`config.mk`:
```
export PLATFORM = sky130hd
export DESIGN_NAME = mmio_scale8_slave
export DESIGN_NICKNAME = d
export VERILOG_FILES = /design/src/rtl/mmio_scale_pkg.sv /design/src/rtl/mmio_scale_unit.sv /design/src/rtl/mmio_wr_path.sv /design/src/rtl/mmio_rd_path.sv /design/src/rtl/mmio_scale8_slave.sv
export SDC_FILE = /design/constraint.sdc
export NUM_CORES = 1
export LEC_CHECK = 0
export BUFFER_PORTS_ARGS = -buffer_cell sky130_fd_sc_hd__buf_4
export CAP_MARGIN = 20
export CORE_ASPECT_RATIO = 0.9
export CORE_MARGIN = 8
export CORE_UTILIZATION = 50
export DETAILED_ROUTE_END_ITERATION = 8
export PLACE_DENSITY = 0.74
export SKIP_CTS_REPAIR_TIMING = 1
export SYNTH_ARGS = -nofsm -noshare
export SYNTH_HDL_FRONTEND = slang
export SYNTH_SLANG_ARGS = --single-unit
```
`constraint.sdc`:
```
create_clock -name clk -period 1.45 [get_ports clk]
set_input_delay 0.0725 -clock clk [delete_from_list [all_inputs] [get_ports clk]]
set_output_delay 0.0725 -clock clk [all_outputs]
set_load 0.01 [all_outputs]
```
`src/rtl/mmio_scale_pkg.sv`:
```
package mmio_scale_pkg;

    typedef enum logic {
        WR_IDLE = 1'b0,
        WR_RESP = 1'b1
    } wr_state_e;

    typedef enum logic {
        RD_IDLE = 1'b0,
        RD_DATA = 1'b1
    } rd_state_e;

    localparam logic [1:0] RESP_OKAY = 2'b00;
    localparam int         LANE_W    = 8;

endpackage

```
`src/rtl/mmio_scale_unit.sv`:
```
module mmio_scale_unit #(
    parameter int DATA_W = 32,
    parameter int SHIFT  = 3
) (
    input  logic [DATA_W-1:0] opd_i,
    output logic [DATA_W-1:0] prod_o
);
    // Multiply by a power of two: a pure wire shift, upper bits drop off.
    generate
        if (SHIFT == 0) begin : g_pass
            assign prod_o = opd_i;
        end else begin : g_shift
            assign prod_o = {opd_i[DATA_W-SHIFT-1:0], {SHIFT{1'b0}}};
        end
    endgenerate
endmodule

```
`src/rtl/mmio_wr_path.sv`:
```
module mmio_wr_path
    import mmio_scale_pkg::*;
#(
    parameter int DATA_W  = 32,
    parameter int WIN_W   = 7,
    parameter int OPD_OFF = 0
) (
    input  logic                 clk,
    input  logic                 rst_n,
    input  logic [WIN_W-1:0]     awaddr,
    input  logic                 awvalid,
    output logic                 awready,
    input  logic [DATA_W-1:0]    wdata,
    input  logic [DATA_W/8-1:0]  wstrb,
    input  logic                 wvalid,
    output logic                 wready,
    output logic [1:0]           bresp,
    output logic                 bvalid,
    input  logic                 bready,
    output logic [DATA_W-1:0]    opd_o
);
    localparam int               STRB_W = DATA_W / LANE_W;
    localparam logic [WIN_W-1:0] OPD_A  = OPD_OFF[WIN_W-1:0];

    typedef struct packed {
        wr_state_e           st;
        logic                aw_hold;
        logic                w_hold;
        logic [WIN_W-1:0]    addr;
        logic [DATA_W-1:0]   data;
        logic [STRB_W-1:0]   strb;
        logic [DATA_W-1:0]   opd;
    } wr_regs_t;

    wr_regs_t q, d;

    logic                aw_fire, w_fire;
    logic                have_aw, have_w;
    logic [WIN_W-1:0]    eff_addr;
    logic [DATA_W-1:0]   eff_data;
    logic [STRB_W-1:0]   eff_strb;
    logic [DATA_W-1:0]   merged;

    assign awready = (q.st == WR_IDLE) && !q.aw_hold;
    assign wready  = (q.st == WR_IDLE) && !q.w_hold;
    assign aw_fire = awvalid && awready;
    assign w_fire  = wvalid && wready;
    assign bvalid  = (q.st == WR_RESP);
    assign bresp   = RESP_OKAY;
    assign opd_o   = q.opd;

    // Channel contents: a held copy wins over the live bus.
    always_comb begin
        have_aw  = q.aw_hold || aw_fire;
        have_w   = q.w_hold  || w_fire;
        eff_addr = q.aw_hold ? q.addr : awaddr;
        eff_data = q.w_hold  ? q.data : wdata;
        eff_strb = q.w_hold  ? q.strb : wstrb;
    end

    // Per-lane merge of new bytes into the stored operand.
    generate
        for (genvar b = 0; b < STRB_W; b++) begin : g_lane
            assign merged[b*LANE_W +: LANE_W] = eff_strb[b] ? eff_data[b*LANE_W +: LANE_W]
                                                            : q.opd[b*LANE_W +: LANE_W];
        end
    endgenerate

    always_comb begin
        d = q;
        if (aw_fire) begin
            d.aw_hold = 1'b1;
            d.addr    = awaddr;
        end
        if (w_fire) begin
            d.w_hold = 1'b1;
            d.data   = wdata;
            d.strb   = wstrb;
        end
        case (q.st)
            WR_IDLE: begin
                if (have_aw && have_w) begin
                    d.st      = WR_RESP;
                    d.aw_hold = 1'b0;
                    d.w_hold  = 1'b0;
                    if (eff_addr == OPD_A) begin
                        d.opd = merged;
                    end
                end
            end
            WR_RESP: begin
                if (bready) begin
                    d.st = WR_IDLE;
                end
            end
            default: d.st = WR_IDLE;
        endcase
    end

    always_ff @(posedge clk) begin
        if (!rst_n) begin
            q <= '0;
        end else begin
            q <= d;
        end
    end

    assert_bvalid_hold_R6: assert property (@(posedge clk) disable iff (!rst_n)
        bvalid && !bready |=> bvalid);

    assert_bresp_okay_R6: assert property (@(posedge clk) disable iff (!rst_n)
        bvalid |-> bresp == RESP_OKAY);

    assert_opd_moves_with_resp_R2: assert property (@(posedge clk) disable iff (!rst_n)
        !$stable(q.opd) |-> bvalid && !$past(bvalid));

    assert_aw_closes_alone_R5: assert property (@(posedge clk) disable iff (!rst_n)
        aw_fire && !w_fire && !q.w_hold |=> !awready && wready);

    assert_w_closes_alone_R5: assert property (@(posedge clk) disable iff (!rst_n)
        w_fire && !aw_fire && !q.aw_hold |=> !wready && awready);
endmodule

```
`src/rtl/mmio_rd_path.sv`:
```
module mmio_rd_path
    import mmio_scale_pkg::*;
#(
    parameter int DATA_W  = 32,
    parameter int WIN_W   = 7,
    parameter int OPD_OFF = 0,
    parameter int RES_OFF = 8
) (
    input  logic                 clk,
    input  logic                 rst_n,
    input  logic [WIN_W-1:0]     araddr,
    input  logic                 arvalid,
    output logic                 arready,
    output logic [DATA_W-1:0]    rdata,
    output logic [1:0]           rresp,
    output logic                 rvalid,
    input  logic                 rready,
    input  logic [DATA_W-1:0]    opd_i,
    input  logic [DATA_W-1:0]    prod_i
);
    localparam logic [WIN_W-1:0] OPD_A = OPD_OFF[WIN_W-1:0];
    localparam logic [WIN_W-1:0] RES_A = RES_OFF[WIN_W-1:0];

    typedef struct packed {
        rd_state_e         st;
        logic [DATA_W-1:0] data;
    } rd_regs_t;

    rd_regs_t          q, d;
    logic [DATA_W-1:0] sel_word;
    logic              ar_fire;

    assign arready = (q.st == RD_IDLE);
    assign ar_fire = arvalid && arready;
    assign rvalid  = (q.st == RD_DATA);
    assign rresp   = RESP_OKAY;
    assign rdata   = q.data;

    always_comb begin
        case (araddr)
            OPD_A:   sel_word = opd_i;
            RES_A:   sel_word = prod_i;
            default: sel_word = '0;
        endcase
    end

    always_comb begin
        d = q;
        case (q.st)
            RD_IDLE: begin
                if (ar_fire) begin
                    d.st   = RD_DATA;
                    d.data = sel_word;
                end
            end
            RD_DATA: begin
                if (rready) begin
                    d.st = RD_IDLE;
                end
            end
            default: d.st = RD_IDLE;
        endcase
    end

    always_ff @(posedge clk) begin
        if (!rst_n) begin
            q <= '0;
        end else begin
            q <= d;
        end
    end

    assert_rvalid_hold_R7: assert property (@(posedge clk) disable iff (!rst_n)
        rvalid && !rready |=> rvalid && $stable(rdata));

    assert_rresp_okay_R7: assert property (@(posedge clk) disable iff (!rst_n)
        rvalid |-> rresp == RESP_OKAY);

    assert_unmapped_zero_R8: assert property (@(posedge clk) disable iff (!rst_n)
        ar_fire && araddr != OPD_A && araddr != RES_A |=> rdata == '0);

    assert_opd_readback_R2: assert property (@(posedge clk) disable iff (!rst_n)
        ar_fire && araddr == OPD_A |=> rdata == $past(opd_i));
endmodule

```
`src/rtl/mmio_scale8_slave.sv`:
```
module mmio_scale8_slave
    import mmio_scale_pkg::*;
#(
    parameter int DATA_W      = 32,
    parameter int ADDR_W      = 12,
    parameter int WIN_W       = 7,
    parameter int REG_STRIDE  = 8,
    parameter int SCALE_SHIFT = 3
) (
    input  logic                 clk,
    input  logic                 rst_n,
    input  logic [ADDR_W-1:0]    s_awaddr,
    input  logic                 s_awvalid,
    output logic                 s_awready,
    input  logic [DATA_W-1:0]    s_wdata,
    input  logic [DATA_W/8-1:0]  s_wstrb,
    input  logic                 s_wvalid,
    output logic                 s_wready,
    output logic [1:0]           s_bresp,
    output logic                 s_bvalid,
    input  logic                 s_bready,
    input  logic [ADDR_W-1:0]    s_araddr,
    input  logic                 s_arvalid,
    output logic                 s_arready,
    output logic [DATA_W-1:0]    s_rdata,
    output logic [1:0]           s_rresp,
    output logic                 s_rvalid,
    input  logic                 s_rready
);
    localparam int               OPD_OFF = 0;
    localparam int               RES_OFF = OPD_OFF + REG_STRIDE;
    localparam logic [WIN_W-1:0] RES_A   = RES_OFF[WIN_W-1:0];

    logic [DATA_W-1:0] opd;
    logic [DATA_W-1:0] prod;

    // Address bits above the window are not decoded.
    generate
        if (ADDR_W > WIN_W) begin : g_hi
            logic unused_addr_hi;
            assign unused_addr_hi = ^{s_awaddr[ADDR_W-1:WIN_W], s_araddr[ADDR_W-1:WIN_W]};
        end
    endgenerate

    mmio_wr_path #(
        .DATA_W  (DATA_W),
        .WIN_W   (WIN_W),
        .OPD_OFF (OPD_OFF)
    ) u_wr (
        .clk     (clk),
        .rst_n   (rst_n),
        .awaddr  (s_awaddr[WIN_W-1:0]),
        .awvalid (s_awvalid),
        .awready (s_awready),
        .wdata   (s_wdata),
        .wstrb   (s_wstrb),
        .wvalid  (s_wvalid),
        .wready  (s_wready),
        .bresp   (s_bresp),
        .bvalid  (s_bvalid),
        .bready  (s_bready),
        .opd_o   (opd)
    );

    mmio_scale_unit #(
        .DATA_W (DATA_W),
        .SHIFT  (SCALE_SHIFT)
    ) u_scale (
        .opd_i  (opd),
        .prod_o (prod)
    );

    mmio_rd_path #(
        .DATA_W  (DATA_W),
        .WIN_W   (WIN_W),
        .OPD_OFF (OPD_OFF),
        .RES_OFF (RES_OFF)
    ) u_rd (
        .clk     (clk),
        .rst_n   (rst_n),
        .araddr  (s_araddr[WIN_W-1:0]),
        .arvalid (s_arvalid),
        .arready (s_arready),
        .rdata   (s_rdata),
        .rresp   (s_rresp),
        .rvalid  (s_rvalid),
        .rready  (s_rready),
        .opd_i   (opd),
        .prod_i  (prod)
    );

    assert_reset_idle_R1: assert property (@(posedge clk)
        !rst_n |=> !s_bvalid && !s_rvalid && s_arready);

    assert_result_read_R3: assert property (@(posedge clk) disable iff (!rst_n)
        s_arvalid && s_arready && s_araddr[WIN_W-1:0] == RES_A
        |=> s_rdata == ($past(opd) << SCALE_SHIFT));
endmodule

```
# Word level (Yosys, flattened, before mapping)
# Cells that the tools add are included.
[totals]
reg_bits = 111
inputBits = 67
out_inout_bits = 41
elab_cells = 45
[classes]
eq_ne = 1
n_mux = 13
bitwise = 2
n_reduce_logical = 17
[op_table]
columns = ["cell", "count"]
rows = [
  ["$pmux W32 S2", 1],
  ["$mux W33", 1],
  ["$mux W32", 1],
  ["$reduce_and A4 Y1", 4],
  ["$logic_not A7 Y1", 2],
  ["$eq A7 B4 Y1 const B", 1],
  ["$mux W7", 1],
  ["$logic_and A1 B1 Y1", 6],
  ["$mux W1", 4],
  ["$mux W4", 1],
  ["$pmux W1 S2", 2],
  ["$mux W3", 1],
  ["$logic_not A1 Y1", 2],
  ["$logic_or A1 B1 Y1", 2],
  ["$mux W2", 1],
  ["$not A1 Y1", 2],
  ["$reduce_and A2 Y1", 1],
]

# Depth between registers and ports, before layout
# Gate-level depths: netlist of the first run.
[depth]
depth_word = 7
mapped_depth = 6
mapped_depth_nobuf = 4

# Hierarchy
# Synthesis of the first run repeated with hierarchy kept, for this count alone.
[unflattened]
cells_unflattened = 539
area_unflattened_um2 = 5507.8
[modules_own_cells]
columns = ["module", "instances", "cells_each", "area_per_inst_um2", "seq_area_each_um2"]
rows = [
  ["mmio_wr_path", 1, 388, 3651.0, 1561.5],
  ["mmio_rd_path", 1, 118, 1612.8, 660.6],
  ["mmio_scale_unit", 1, 33, 244.0, 0.0],
]

# Least setup slack after synthesis of the first run
# OpenSTA, ideal clock, no wires.
[synth_timing]
path_type = "reg2reg"
start = "reg u_wr.q[76] (netlist bit)"
end = "reg u_wr.q (netlist bit u_wr.opd_o[0])"
setup_ns = 0.130
arrival_time_ns = 1.277
t_required_ns = 1.320
setup_slack_ns = 0.043
stages_incl_launch_ff = 5
path_buffers = 0
synth_period_minus_slack_ns = 1.407
path_cell_list = "dfxtp_1 or4_4 nor2_4 o21ai_4 mux2i_1"
[synth_via]
elab_chain_len = 6
word_cells_on_any_way = 8
cone_classes = "1 x mux; 7 x reduce/logical"
[synth_rtl]
columns = ["element", "line", "rtl"]
rows = [
  ["start, declared", "mmio_wr_path.sv:35", "wr_regs_t q, d;"],
  ["start signal, assigned", "mmio_wr_path.sv:102", "q <= '0;"],
  ["start signal, assigned", "mmio_wr_path.sv:104", "q <= d;"],
  ["$logic_not A1 Y1", "mmio_wr_path.sv:44", "assign awready = (q.st == WR_IDLE) && !q.aw_hold;"],
  ["$logic_and A1 B1 Y1", "mmio_wr_path.sv:44", ""],
  ["$logic_and A1 B1 Y1", "mmio_wr_path.sv:46", "assign aw_fire = awvalid && awready;"],
  ["$logic_or A1 B1 Y1", "mmio_wr_path.sv:54", "have_aw = q.aw_hold || aw_fire;"],
  ["$logic_and A1 B1 Y1", "mmio_wr_path.sv:82", "if (have_aw && have_w) begin"],
  ["$reduce_and A4 Y1 (no source line) (*)", "-", ""],
]
# Mark *: on every way between the ends. The rest lies on a longest branch, timed or not.
# A chain may end at the register's enable or synchronous reset.

# Worst setup path in the final report of the first run
[layout_timing]
start = "reg u_wr.q[76] (netlist bit)"
end = "reg u_wr.q (netlist bit u_wr.opd_o[2])"
# The elaborated chain is that of the path after synthesis.

==> results of run 1 <==
## per-stage QoR
step,power [W],util,setup TNS (ns),cell area (sq um)
5_1_grt,0.00659,0.633,-0.949,6540
4_1_cts,0.00635,0.627,-1.24,6480
3_3_place_gp,0.00410,0.601,-0.0619,6210
2_1_floorplan,0.00379,-,0,5350
6_report,0.00634,0.633,-0.00783,6540
3_5_place_dp,0.00413,0.601,-0.529,6210
## sequential cells by signal, summed over array words and instances, names as in the netlist
name,flops
u_rd.rvalid,1
u_rd.rdata,32
u_wr.q,45
u_wr.opd_o,32
u_wr.bvalid,1
## how the worst max path moves through the flow
stage	slack, ns	end	cells after the start
2_1_floorplan	0.04	u_wr.opd_o[0]	4
5_1_grt	-0.08	u_wr.opd_o[2]	5
6_report	-0.006	u_wr.opd_o[2]	5
4_1_cts	-0.06	u_wr.opd_o[12]	5
3_3_place_gp	-0.006	u_wr.opd_o[8]	5
3_5_place_dp	-0.04	u_wr.opd_o[12]	5
## area by class of cell
cell class	count	area, sq um
Inverter	2	7.51
Multi-Input combinational cell	416	2880
Timing Repair Buffer	117	1000
Clock buffer	10	229
Clock inverter	5	36.3
Tap cell	129	161
Fill cell	849	3790
Sequential cell	111	2230
## per-layer routing
layer	share of wire	GRT usage	up-vias
li1	-	-	2122
met1	0.50	0.233	1967
met5	0	0	-
met3	0.047	0.0313	7
met4	0.0081	0.0535	0
met2	0.45	0.263	107
## tightest hold or removal path, stage by stage
cell	delay, ns
buf_4	0.11
nand2_1	0.04
a21boi_0	0.06
## cells by family after synthesis
family / Yosys count
AO/OA/AOI/OAI: 109
flip-flops: 111
other: 1
multiplexers: 72
buffers and inverters: 50
AND/OR/NAND/NOR: 231
## power breakdown
part	total [W]	switching (W)	internal (W)
Sequential	0.00320	0.0000549	0.00315
Combinational	0.000881	0.000447	0.000434
Clock	0.00226	0.00110	0.00116
Total	0.00634	0.00160	0.00474
## layout by cell type, fill, tap and decap left out, types with 2 or more instances in the layout
cell type,Yosys,routed
a21boi_0,36,36
a21boi_2,29,29
a32oi_1,3,3
buf_12,0,9
buf_4,10,103
clkbuf_16,0,9
clkinvlp_4,0,3
conb_1,1,4
dfxtp_1,111,105
dfxtp_2,0,6
dlygate4sd3_1,0,4
inv_1,2,2
mux2_2,29,29
mux2i_1,43,43
nand2_1,134,134
nand2b_1,14,14
nand3_1,29,29
nor2_1,6,5
nor2_2,1,2
nor2b_1,11,11
nor3_1,4,4
o211ai_1,32,32
o21ai_4,4,4
or2b_1,21,21
or4_4,2,2
==> flow_summary_export.csv, run 1 <==
group,metric,value,unit
placed_design,pre_cts_ws,-0.0389,ns
worst_setup_path,required,1.72,ns
sta,fmax,687,MHz
synth,yosys-top-cells-area,"dfxtp_1 (42%), nand2_1 (9.4%), mux2i_1 (8.1%), a21boi_2 (6.1%), mux2_2 (6.1%)",
worst_setup_path,cp.arrival,1.72,ns
floorplan,initial_core_util,0.517,
floorplan,io_pins,108,
worst_setup_path,reg2reg_slack,-0.006,ns
clock_tree,clkLatencyLatePin,0.34,ns
synth,synth_top_family_by_area,"simple AND/OR/NAND/NOR gates",
sta,post-route-min-period,1.46,ns
hold_path,hold_class,"input pin to flip-flop",
worst_setup_path,critPathSlowestCell,"dfxtp_2",
outcome,violations,"hold timing, setup timing",
worst_setup_path,worstSetupEndpointType,"flip-flop",
finish,n_antenna_cell,0,
synth,yosysTopAreaCellShare,0.416,
finish,layoutNonFillerInstCount,790,
sta,timing.final.crit_share,1.00,
worst_setup_path,crit_type,"flip-flop to flip-flop",
sta,setup_violations,2,
placed_design,dpl.hpwl,8.96,mm
clock_tree,cts_tree,"built",
synth,synthCells,574,
floorplan,die_h,114,microns
worst_setup_path,rr_worst_depth,5,
synth,synth_cell_types,39,
power,leakagePower,2.67,nW
sta,fin_worst_hold_slack,-0.00666,ns
floorplan,die_w,125,microns
worst_setup_path,crit_buf_inv,2,
detailed_routing,wl,12.4,mm
synth,yosys.area.top_type,"dfxtp_1",
worst_setup_path,slowest_delay,0.33,ns
finish,fin_nets,724,
detailed_routing,vias,4203,
synth,synth_area,5340,sq um
global_route,grtUsageTotal,0.169,
finish,drive_above_1_share,0.307,
synth,syn-mean-instance-area,9.30,sq um
clock_tree,cts.htree.levels,3,
synth,synth_top_flop_cell,"dfxtp_1",
hold_path,holdPathStages,3,
global_route,grt_pass1_vias,4023,
detailed_routing,drc,0,
placed_design,io_buffers,93,
hold_path,hold_start,"s_wdata[23]",
detailed_routing,ant_nets,0,
clock_tree,numCtsBuffers,9,
synth,ys_seq_area_frac,0.416,
clock_tree,cts_buffer_depth,2,
power,power_density,969,nW/um^2
worst_setup_path,setup.worst_path.start_class,"flip-flop",
synth,ys_warn_count,0,
sta,hold_viol,10,
worst_setup_path,crit_path_max_fanout,8,
floorplan,rows,35,
clock_tree,numClockSinks,111,
placed_design,placedCellCount,771,
sta,fin_worst_skew,0.00728,ns
run,cap_violations,0,
worst_setup_path,worstPathCellList,"buf_6 -> and4b_1 -> buf_12 -> o21ai_4 -> mux2i_1",
clock_tree,clk_pin_slew,0.07,ns
finish,syn2layout_area_growth,22.5,%
synth,yosys.area_share.simple,0.209,
power,ir_drop,0.000529,V
global_route,globalRouteOverflowTotal,0,
detailed_routing,post_drt_wl_per_cell,15.7,microns
worst_setup_path,regToRegEndpoint,"u_wr.opd_o[2]",
synth,synthAdderAreaFrac,0,
synth,synth-compound-area-share,0.180,
detailed_routing,firstDrtPassIters,4,
hold_path,worst_hold_path.endpoint,"u_wr.q[59]",
worst_setup_path,startpoint,"u_wr.q[76]",
worst_setup_path,reg2reg_from,"u_wr.q[76]",
detailed_routing,first_iter_violations,265,
clock_tree,cts-root-buf,"clkbuf_16",
sta,rsz0062_at_grt,"true",
synth,synth-edff-count,0,
floorplan,core-area,10300,sq um
sta,drv_slew,0,
synth,synthTopCellsByCount,"nand2_1 (134), dfxtp_1 (111), mux2i_1 (43)",
global_route,grt_pass1_wl,19.9,mm
synth,synth_xor_area_frac,0,
global_route,antenna_found_initial,0,
detailed_routing,viasPerCell,5.32,
synth,synth_most_common_cell,"nand2_1",
worst_setup_path,crit_family,"flip-flops",
synth,ys_ff_latch,111,
sta,layout_setup_ws,-0.00591,ns
floorplan,die-area,14200,sq um
outcome,status,"finished, violations left",
global_route,grt_start_max_net_pins,74,
placed_design,place_congestion,0.807,
synth,synth_mux_area_frac,0.142,
synth,async_flop_share,0,
No activity file was read; power rests on OpenSTA's default activity.
==> run 2: changes to the inputs <==
--- a/config.mk
+++ b/config.mk
@@ -9,10 +9,9 @@
 export CAP_MARGIN = 20
 export CORE_ASPECT_RATIO = 0.9
 export CORE_MARGIN = 8
-export CORE_UTILIZATION = 50
+export CORE_UTILIZATION = 59
 export DETAILED_ROUTE_END_ITERATION = 8
-export PLACE_DENSITY = 0.74
-export SKIP_CTS_REPAIR_TIMING = 1
+export PLACE_DENSITY = 0.82
 export SYNTH_ARGS = -nofsm -noshare
 export SYNTH_HDL_FRONTEND = slang
 export SYNTH_SLANG_ARGS = --single-unit
==> constraint.sdc (replaced) <==
create_clock -name clk -period 1.75 [get_ports clk]
set_input_delay 0.0875 -clock clk [delete_from_list [all_inputs] [get_ports clk]]
set_output_delay 0.0875 -clock clk [all_outputs]
set_load 0.01 [all_outputs]
==> run 2 against run 1 <==
  * The flow now finishes without violations
  * Register-to-register slack better by 0.15 ns
  * Sequential cell count did not move
  * Worst hold slack better by 0.021 ns
  * Routed wire length grew 6.1%
  * Global-route usage increased by 4.7 points
  * Via count increased by 4.9%
  * Core utilization up 11 points
  * Clock-buffer cell count unchanged
  * Final cell count rose by 2.9%
  * Clock skew rose by 0.0030 ns
  * Design area up 2.3%
  * Critical endpoint is now u_wr.opd_o[7]
  * Largest cell class unchanged
==> flow_summary_export.csv, run 2 (synthesis results as in run 1) <==
group,metric,value,unit
worst_setup_path,crit_type,"input pin to flip-flop",
placed_design,dpl_cell_area,6090,sq um
clock_tree,clk_pin_slew,0.10,ns
power,leakagePower,2.73,nW
worst_setup_path,rr_worst_depth,4,
clock_tree,cts_tree,"built",
finish,final_common_cell,"nand2_1",
detailed_routing,drt-met1-wl,5.91,mm
floorplan,rows,33,
worst_setup_path,worstSetupEndpointType,"flip-flop",
worst_setup_path,slowest_delay,0.57,ns
sta,tns,0,ns
finish,stdcell_area,6690,sq um
finish,largest-register,"u_wr.q",
detailed_routing,route.met2.wl,6.18,mm
sta,fin_worst_skew,0.0102,ns
worst_setup_path,crit_path_max_fanout,8,
power,ir_drop,0.000551,V
detailed_routing,ant_nets,0,
sta,rsz0062_at_grt,"false",
sta,post-route-min-period,1.70,ns
finish,layout.cells.most_common_list,"nand2_1 (134), dfxtp_1 (110), buf_4 (100), mux2i_1 (43), dlygate4sd3_1 (41)",
worst_setup_path,reg2reg_from,"u_wr.q[75]",
power,power_density,735,nW/um^2
floorplan,initial_core_util,0.596,
worst_setup_path,setup.worst_path.start_class,"input pin",
global_route,grt_pass1_wl,21.5,mm
worst_setup_path,reg2reg_slack,0.14,ns
floorplan,io_pins,108,
detailed_routing,post_drt_wl_per_cell,16.2,microns
detailed_routing,viasPerCell,5.42,
detailed_routing,wl,13.1,mm
hold_path,hold_class,"input pin to flip-flop",
hold_path,holdPathStages,3,
placed_design,pre_cts_ws,0.188,ns
detailed_routing,first_iter_violations,295,
floorplan,die_h,106,microns
clock_tree,cts_resized,0,
sta,setup_violations,0,
worst_setup_path,cp.arrival,1.94,ns
finish,post-route-util,0.747,
worst_setup_path,worstPathCellList,"dlygate4sd3_1 -> buf_4 -> or4_1 -> nor2_4 -> o21ai_4 -> mux2i_1",
finish,syn2layout_area_growth,25.3,%
clock_tree,clkLatencyLatePin,0.36,ns
run,cap_violations,0,
clock_tree,numClockSinks,111,
detailed_routing,drc,0,
finish,fillers,616,
detailed_routing,wl_met3,856,microns
clock_tree,numCtsBuffers,9,
global_route,grt_start_max_net_pins,69,
global_route,grt_pass1_vias,4310,
floorplan,die_w,116,microns
detailed_routing,firstDrtPassIters,4,
worst_setup_path,crit_family,"simple AND/OR/NAND/NOR gates",
hold_path,worst_hold_path.endpoint,"u_wr.q[70]",
clock_tree,post_cts_buffers,0,
finish,fin_nets,753,
sta,fmax,587,MHz
global_route,antenna_found_initial,1,
sta,layout_setup_ws,0.0453,ns
clock_tree,cts_buffer_depth,2,
finish,multi_input_area,2860,sq um
sta,drv_slew,0,
global_route,grtUsageTotal,0.216,
worst_setup_path,critPathSlowestCell,"or4_1",
placed_design,dpl.hpwl,8.77,mm
clock_tree,cts-root-buf,"clkbuf_8",
floorplan,die-area,12400,sq um
finish,largest_reg_flops,45,
placed_design,place_congestion,0.808,
outcome,status,"complete, no violations",
finish,register_area,2220,sq um
finish,drive_above_1_share,0.272,
worst_setup_path,required,1.98,ns
worst_setup_path,crit_buf_inv,2,
global_route,globalRouteOverflowTotal,0,
placed_design,io_buffers,93,
detailed_routing,dr.max_layer_used,"met4",
floorplan,core-area,8960,sq um
hold_path,hold_start,"s_awaddr[2]",
clock_tree,holdBufCountCts,40,
sta,hold_viol,0,
worst_setup_path,regToRegEndpoint,"u_wr.opd_o[14]",
sta,timing.final.crit_share,0.974,
clock_tree,cts.htree.levels,3,
detailed_routing,vias,4409,
[run 2: cell types whose count changed in the layout (fill, tap and decap cells not counted), moves of 2 or more]
cell | before | now
dfxtp_2 | 6 | 1
dlygate4sd3_1 | 4 | 41
clkbuf_16 | 9 | 0
clkbuf_8 | 0 | 9
dfxtp_1 | 105 | 110
clkinvlp_4 | 3 | 1
buf_4 | 103 | 100
buf_12 | 9 | 5
[run 2: report_power, final]
| part | total (W) | internal, W | leakage (nW) | switching (W) |
|---|---|---|---|---|
| Sequential | 0.00266 | 0.00261 | 0.902 | 0.0000530 |
| Clock | 0.00150 | 0.000659 | 0.0923 | 0.000846 |
| Combinational | 0.000754 | 0.000379 | 1.74 | 0.000375 |
[run 2: per-layer routing]
| layer | GRT usage | vias up |
|---|---|---|
| li1 | - | 2190 |
| met1 | 0.288 | 2078 |
| met2 | 0.345 | 127 |
| met3 | 0.0436 | 14 |
| met4 | 0.0648 | 0 |
| met5 | 0 | - |
[run 2: worst register-to-register path, delay by kind of cell (launching register included)]
family           cells  cell delay, ns
flip-flops           1            0.51
AO/OA/AOI/OAI        2            0.44
AND/OR/NAND/NOR      1            0.38
multiplexers         1            0.16
[run 2: worst max-delay path by stage]
stage,from,end,slack [ns],depth (start not counted)
3_3_place_gp,u_wr.q[76],u_wr.opd_o[15],0.26,4
2_1_floorplan,u_wr.q[76],u_wr.opd_o[0],0.34,4
5_1_grt,s_awaddr[6],u_wr.opd_o[7],0.02,6
3_5_place_dp,u_wr.q[75],u_wr.opd_o[10],0.19,4
6_report,s_awaddr[6],u_wr.opd_o[7],0.05,6
4_1_cts,s_awaddr[6],u_wr.opd_o[1],0.05,6
[run 2: area by class of cell]
class	count	share of cell area
Antenna cell	1	0.000374
Timing Repair Buffer	146	0.188
Multi-Input combinational cell	416	0.427
Sequential cell	111	0.332
Tap cell	122	0.0228
Clock buffer	10	0.0191
Inverter	2	0.00112
Clock inverter	5	0.00897
[run 2: through the flow]
step / power (W) / hold slack (ns) / std cells
floorplan: 0.00314 / 0.225 / 577
global placement: 0.00336 / 0.325 / 756
detailed placement: 0.00339 / 0.335 / 756
CTS: 0.00492 / 0.00557 / 811
global route: 0.00511 / 0.000286 / 813
finish: 0.00492 / 0.0142 / 813
